===== config.mk =====
export PLATFORM = sky130hd
export DESIGN_NAME = aux_ctrl_merge
export DESIGN_NICKNAME = d
export VERILOG_FILES = /design/src/rtl/aux_merge_pkg.sv /design/src/rtl/aux_idx_pipe.sv /design/src/rtl/aux_slot_detect.sv /design/src/rtl/aux_bit_merge.sv /design/src/rtl/aux_err_track.sv /design/src/rtl/aux_ctrl_merge.sv
export SDC_FILE = /design/constraint.sdc
export NUM_CORES = 1
export LEC_CHECK = 0
export BUFFER_PORTS_ARGS = -buffer_cell sky130_fd_sc_hd__buf_2
export CAP_MARGIN = 20
export CORE_AREA = 2 2 85 71
export CTS_BUF_LIST = sky130_fd_sc_hd__clkbuf_8
export CTS_CLUSTER_DIAMETER = 80
export CTS_CLUSTER_SIZE = 8
export DETAILED_ROUTE_END_ITERATION = 8
export DIE_AREA = 0 0 87 73
export PLACE_DENSITY = 0.88
export SETUP_SLACK_MARGIN = 0.05
export SLEW_MARGIN = 10
export SYNTH_ARGS = -nofsm -noshare
export SYNTH_HDL_FRONTEND = slang
export SYNTH_SLANG_ARGS = --single-unit
export TNS_END_PERCENT = 5

===== constraint.sdc =====
create_clock -name clk_i -period 4.35 [get_ports clk_i]
set_input_delay 0.2175 -clock clk_i [delete_from_list [all_inputs] [get_ports clk_i]]
set_output_delay 0.2175 -clock clk_i [all_outputs]
set_load 0.05 [all_outputs]

===== src/rtl/aux_merge_pkg.sv =====
package aux_merge_pkg;
  localparam int unsigned DATA_W_DEF   = 32;
  localparam int unsigned Z_W_DEF      = 8;
  localparam int unsigned X_W_DEF      = 8;
  localparam int unsigned SEQ_W_DEF    = 4;
  localparam int unsigned ALIGN_DEF    = 2;
  localparam int unsigned SYNC_LSB_DEF = 0;
  localparam int unsigned SYNC_W_DEF   = 8;

  function automatic logic bit_pick(input logic tbl_b, input logic aux_b,
                                    input logic sel_b);
    return sel_b ? aux_b : tbl_b;
  endfunction
endpackage


===== src/rtl/aux_idx_pipe.sv =====
module aux_idx_pipe #(
  parameter int unsigned W     = 20,
  parameter int unsigned DEPTH = 2
) (
  input  logic         clk_i,
  input  logic         rst_ni,
  input  logic [W-1:0] idx_i,
  output logic         vld_o,
  output logic [W-1:0] idx_o
);
  logic [DEPTH:0]        vld_q;
  logic [DEPTH:0][W-1:0] idx_q;

  assign vld_q[0] = 1'b1;
  assign idx_q[0] = idx_i;

  for (genvar s = 1; s <= DEPTH; s++) begin : g_stage
    always_ff @(posedge clk_i or negedge rst_ni) begin
      if (!rst_ni) begin
        vld_q[s] <= 1'b0;
        idx_q[s] <= '0;
      end else begin
        vld_q[s] <= vld_q[s-1];
        idx_q[s] <= idx_q[s-1];
      end
    end
  end

  assign vld_o = vld_q[DEPTH];
  assign idx_o = idx_q[DEPTH];
endmodule


===== src/rtl/aux_slot_detect.sv =====
module aux_slot_detect #(
  parameter int unsigned Z_W   = 8,
  parameter int unsigned X_W   = 8,
  parameter int unsigned SEQ_W = 4
) (
  input  logic             vld_i,
  input  logic [Z_W-1:0]   z_i,
  input  logic [X_W-1:0]   x_i,
  input  logic [SEQ_W-1:0] seq_i,
  output logic             slot_o
);
  always_comb slot_o = vld_i && (z_i == '0) && (x_i == '0) && (seq_i == '0);
endmodule


===== src/rtl/aux_bit_merge.sv =====
module aux_bit_merge
  import aux_merge_pkg::*;
#(
  parameter int unsigned DATA_W   = 32,
  parameter int unsigned SYNC_LSB = 0,
  parameter int unsigned SYNC_W   = 8
) (
  input  logic              slot_i,
  input  logic [DATA_W-1:0] tbl_i,
  input  logic [DATA_W-1:0] aux_i,
  input  logic [DATA_W-1:0] mask_i,
  output logic [DATA_W-1:0] word_o,
  output logic              hit_o
);
  localparam int unsigned SYNC_MSB = SYNC_LSB + SYNC_W - 1;

  for (genvar b = 0; b < DATA_W; b++) begin : g_bit
    if (b >= SYNC_LSB && b <= SYNC_MSB) begin : g_prot
      // sync byte is never handed to the client inside the slot
      assign word_o[b] = bit_pick(tbl_i[b], aux_i[b], mask_i[b] & ~slot_i);
    end else begin : g_free
      assign word_o[b] = bit_pick(tbl_i[b], aux_i[b], mask_i[b]);
    end
  end

  assign hit_o = slot_i & (|mask_i);
endmodule


===== src/rtl/aux_err_track.sv =====
module aux_err_track (
  input  logic clk_i,
  input  logic rst_ni,
  input  logic hit_i,
  output logic err_o,
  output logic sticky_o
);
  always_ff @(posedge clk_i or negedge rst_ni) begin
    if (!rst_ni) begin
      err_o    <= 1'b0;
      sticky_o <= 1'b0;
    end else begin
      err_o    <= hit_i;
      sticky_o <= sticky_o | hit_i;
    end
  end
endmodule


===== src/rtl/aux_ctrl_merge.sv =====
module aux_ctrl_merge
  import aux_merge_pkg::*;
#(
  parameter int unsigned DATA_W   = DATA_W_DEF,
  parameter int unsigned Z_W      = Z_W_DEF,
  parameter int unsigned X_W      = X_W_DEF,
  parameter int unsigned SEQ_W    = SEQ_W_DEF,
  parameter int unsigned ALIGN    = ALIGN_DEF,
  parameter int unsigned SYNC_LSB = SYNC_LSB_DEF,
  parameter int unsigned SYNC_W   = SYNC_W_DEF
) (
  input  logic              clk_i,
  input  logic              rst_ni,
  input  logic [Z_W-1:0]    z_idx_i,
  input  logic [X_W-1:0]    x_idx_i,
  input  logic [SEQ_W-1:0]  seq_idx_i,
  input  logic [DATA_W-1:0] tbl_word_i,
  input  logic [DATA_W-1:0] aux_data_i,
  input  logic [DATA_W-1:0] aux_mask_i,
  output logic [DATA_W-1:0] word_o,
  output logic              err_o,
  output logic              err_sticky_o
);
  localparam int unsigned IDX_W = Z_W + X_W + SEQ_W;

  logic             al_vld;
  logic [IDX_W-1:0] al_idx;
  logic             al_slot;
  logic             hit;
  logic [DATA_W-1:0] mix;

  aux_idx_pipe #(.W(IDX_W), .DEPTH(ALIGN)) u_pipe (
    .clk_i  (clk_i),
    .rst_ni (rst_ni),
    .idx_i  ({z_idx_i, x_idx_i, seq_idx_i}),
    .vld_o  (al_vld),
    .idx_o  (al_idx)
  );

  aux_slot_detect #(.Z_W(Z_W), .X_W(X_W), .SEQ_W(SEQ_W)) u_slot (
    .vld_i  (al_vld),
    .z_i    (al_idx[IDX_W-1 -: Z_W]),
    .x_i    (al_idx[SEQ_W +: X_W]),
    .seq_i  (al_idx[SEQ_W-1:0]),
    .slot_o (al_slot)
  );

  aux_bit_merge #(.DATA_W(DATA_W), .SYNC_LSB(SYNC_LSB), .SYNC_W(SYNC_W)) u_merge (
    .slot_i (al_slot),
    .tbl_i  (tbl_word_i),
    .aux_i  (aux_data_i),
    .mask_i (aux_mask_i),
    .word_o (mix),
    .hit_o  (hit)
  );

  aux_err_track u_err (
    .clk_i    (clk_i),
    .rst_ni   (rst_ni),
    .hit_i    (hit),
    .err_o    (err_o),
    .sticky_o (err_sticky_o)
  );

  always_ff @(posedge clk_i or negedge rst_ni) begin
    if (!rst_ni) word_o <= '0;
    else         word_o <= mix;
  end
endmodule


==> impl_metrics.toml <==
[sta]
setup_viol = 0
fin_skew_ns = 0.008773
slew_viol_final = 0
period_needed_ns = 1.863
max_freq_mhz = 536.8
relSlewSlack_pct = 38.67
worst_pin_slew_ns = 0.9200
tns_ns = 0
rsz0062_at_grt = "no"
hold_viol = 0
fin_crit_sh_pct = 42.83

[floorplan]
std_cell_rows = 25
die_area_sq_um = 6351
initial_core_util_pct = 44.40
die_w_microns = 87
ioPinCount = 152
design.core.area_sq_um = 5599
die_y_microns = 73

[clock_network]
path_clk_slew_ns = 0.08
post-cts-setup-buffer-count = 0
clock_latency_ns = 0.33
cts_max_path_buffers = 2
cts_tree = "done"
clock-sinks = 76
cts_made_buffers = 9
htreeDepth = 3
cts_root_buf = "clkbuf_8"

[logic_synthesis]
synth_edf_count = 0
synthFlopType = "dfrtp_1"
yosysTopAreaCell = "dfrtp_1"
yosysSeqAreaShare_pct = 76.50
synth.most_common_cell = "dfrtp_1"
ys_seq_elements = 76
syn-num-nets = 258
ys_async_sr_fraction_pct = 100.0
avgSynthCellArea_sq_um = 17.76
synth_commonest_cells = "76 x dfrtp_1, 24 x mux2_2, 10 x nor4_1, 8 x mux2_1, 6 x o21ai_1"
synth.area.top_cells = "dfrtp_1 76%, mux2_2 11%, mux2_1 3.6%"
syn-instance-count = 140
syn-cell-area_sq_um = 2486
synth_top_cell_area_share_pct = 76.50
synth.distinct_cells = 16
ys_warn_count = 0

[setup_path]
arrival_ns = 2.07
critical_path_class = "reg2reg"
startpoint_type = "flip-flop"
rr_worst_depth = 4
worstPathRequired_ns = 4.56
cp_max_fo = 9
end_kind = "flip-flop"

[placed_design]
gp_congestion = 0.6817
io_buffers = 151
placed_cell_area_sq_um = 3328
hpwl_mm = 4.511

[route]
viasPerCell = 4.726
drtIter0Drc = 36
vias = 1862
wirelength_mm = 5.956
drt_first_pass_iters = 4
ant_nets = 0
drc_errors = 0
wl_per_cell_microns = 15.12

[finish]
antenna_cells = 0
final_nets = 440
fillers = 398
multi_input_area_sq_um = 580.6
regArea_sq_um = 1902
fin_util_pct = 67.64
drive_gt1_share_pct = 60.55
area_growth_pct = 52.34
postLayoutCellArea_sq_um = 3787

[global_routing]
grt_overflow = 0
grt_max_degree = 77
grt_first_pass_wirelength_mm = 9.446
grt_usage_pct = 20.54
antenna_found_initial = 0
grt_pass1_vias = 2049

[pwr]
p_leak_nw = 1.872
p_total_mw = 1.639
vdd_drop_max_mv = 0.2354
power_density_nw_per_um2 = 432.7

[flow_run]
maxCapViolCount = 0

[hold_path]
min_path_type = "in2async"

[run_status]
status = "complete, no violations"
metrics by stage:
step | hold slack [ns] | instances | setup WS [ns]
2_1_floorplan | -0.07809 | 140 | 2.793
5_1_grt | 0.08357 | 394 | 2.413
4_1_cts | 0.03778 | 394 | 2.476
6_report | 0.01567 | 394 | 2.487
3_5_place_dp | 0.3268 | 358 | 2.536
3_3_place_gp | 0.3260 | 358 | 2.647
layout make-up:
cell class | count | share of cell area [%]
clock buffers | 11 | 3.997
clock inverters | 5 | 2.841
inverters | 1 | 0.09911
multi-input cells | 63 | 15.33
flip-flops and latches | 76 | 50.21
well taps | 67 | 2.213
repair buffers | 171 | 25.31
per-layer routing:
layer / share of wire, % / global-route usage (%)
met5: 0 / 0
met4: 2.4 / 10.24
met3: 6.7 / 6.448
met2: 55 / 38.17
met1: 36 / 20.62
cell families after synthesis:
family	Yosys count	share of synthesized area, %
AOI/OAI and AO/OA	9	2.215
buffers and inverters	1	0.1508
DFF	76	76.50
other	1	0.1508
and+or+nand+nor	21	6.492
muxes	32	14.49
cell usage in the layout (no fill, tap or decap):
cell and instances:
buf_4 1, nor4_1 10, dfrtp_1 76, inv_1 1, o21ai_1 6, conb_1 1
dlygate4sd3_1 20, o31ai_1 1, buf_2 150, clkinv_4 2, clkbuf_8 11, bufinv_16 3
o21ai_2 2, nor3_1 1, nor4_2 3, nand3b_2 1, nand4_4 1, mux2_1 8
mux2_2 24, nand2_1 2, nand4_1 2, nor2_1 1
state kept, by name, summed over array words and instances (netlist names):
| register | cells |
|---|---|
| word_o | 32 |
| u_err.err_o | 1 |
| u_pipe.vld_q | 1 |
| u_pipe.idx_q | 20 |
| u_pipe.idx_o | 20 |
| u_pipe.vld_o | 1 |
| u_err.sticky_o | 1 |
power by group:
group,switching [mW],internal (mW)
Combinational,0.139,0.0867
Sequential,0.0123,0.748
Clock,0.238,0.414
worst max-delay path, cell delays in order, from the launching register on:
cell and delay, ns:
dfrtp_1 0.38, nor4_2 0.52, nand4_4 0.28, o21ai_1 0.22
mux2_1 0.35
worst paths after layout:
path | endpoint | from | slack [ns]
setup / recovery | word_o[6] | u_pipe.idx_o[0] | 2.49
hold / removal | word_o[12] | rst_ni | 0.02
setup reg to reg | word_o[6] | u_pipe.idx_o[0] | 2.49
hold reg to reg | u_pipe.idx_o[11] | u_pipe.idx_q[31] | 0.35
max in group asynchronous | u_pipe.idx_o[11] | rst_ni | 3.73
min in group clk_i | word_o[7] | aux_data_i[7] | 0.10
repair_timing:
action | 4_1_cts | 5_1_grt
resized for setup | 0 | 0
hold buffers | 20 | 0
endpoints found under the hold margin | 20 | 0
Power figures use the tool's default switching activity.
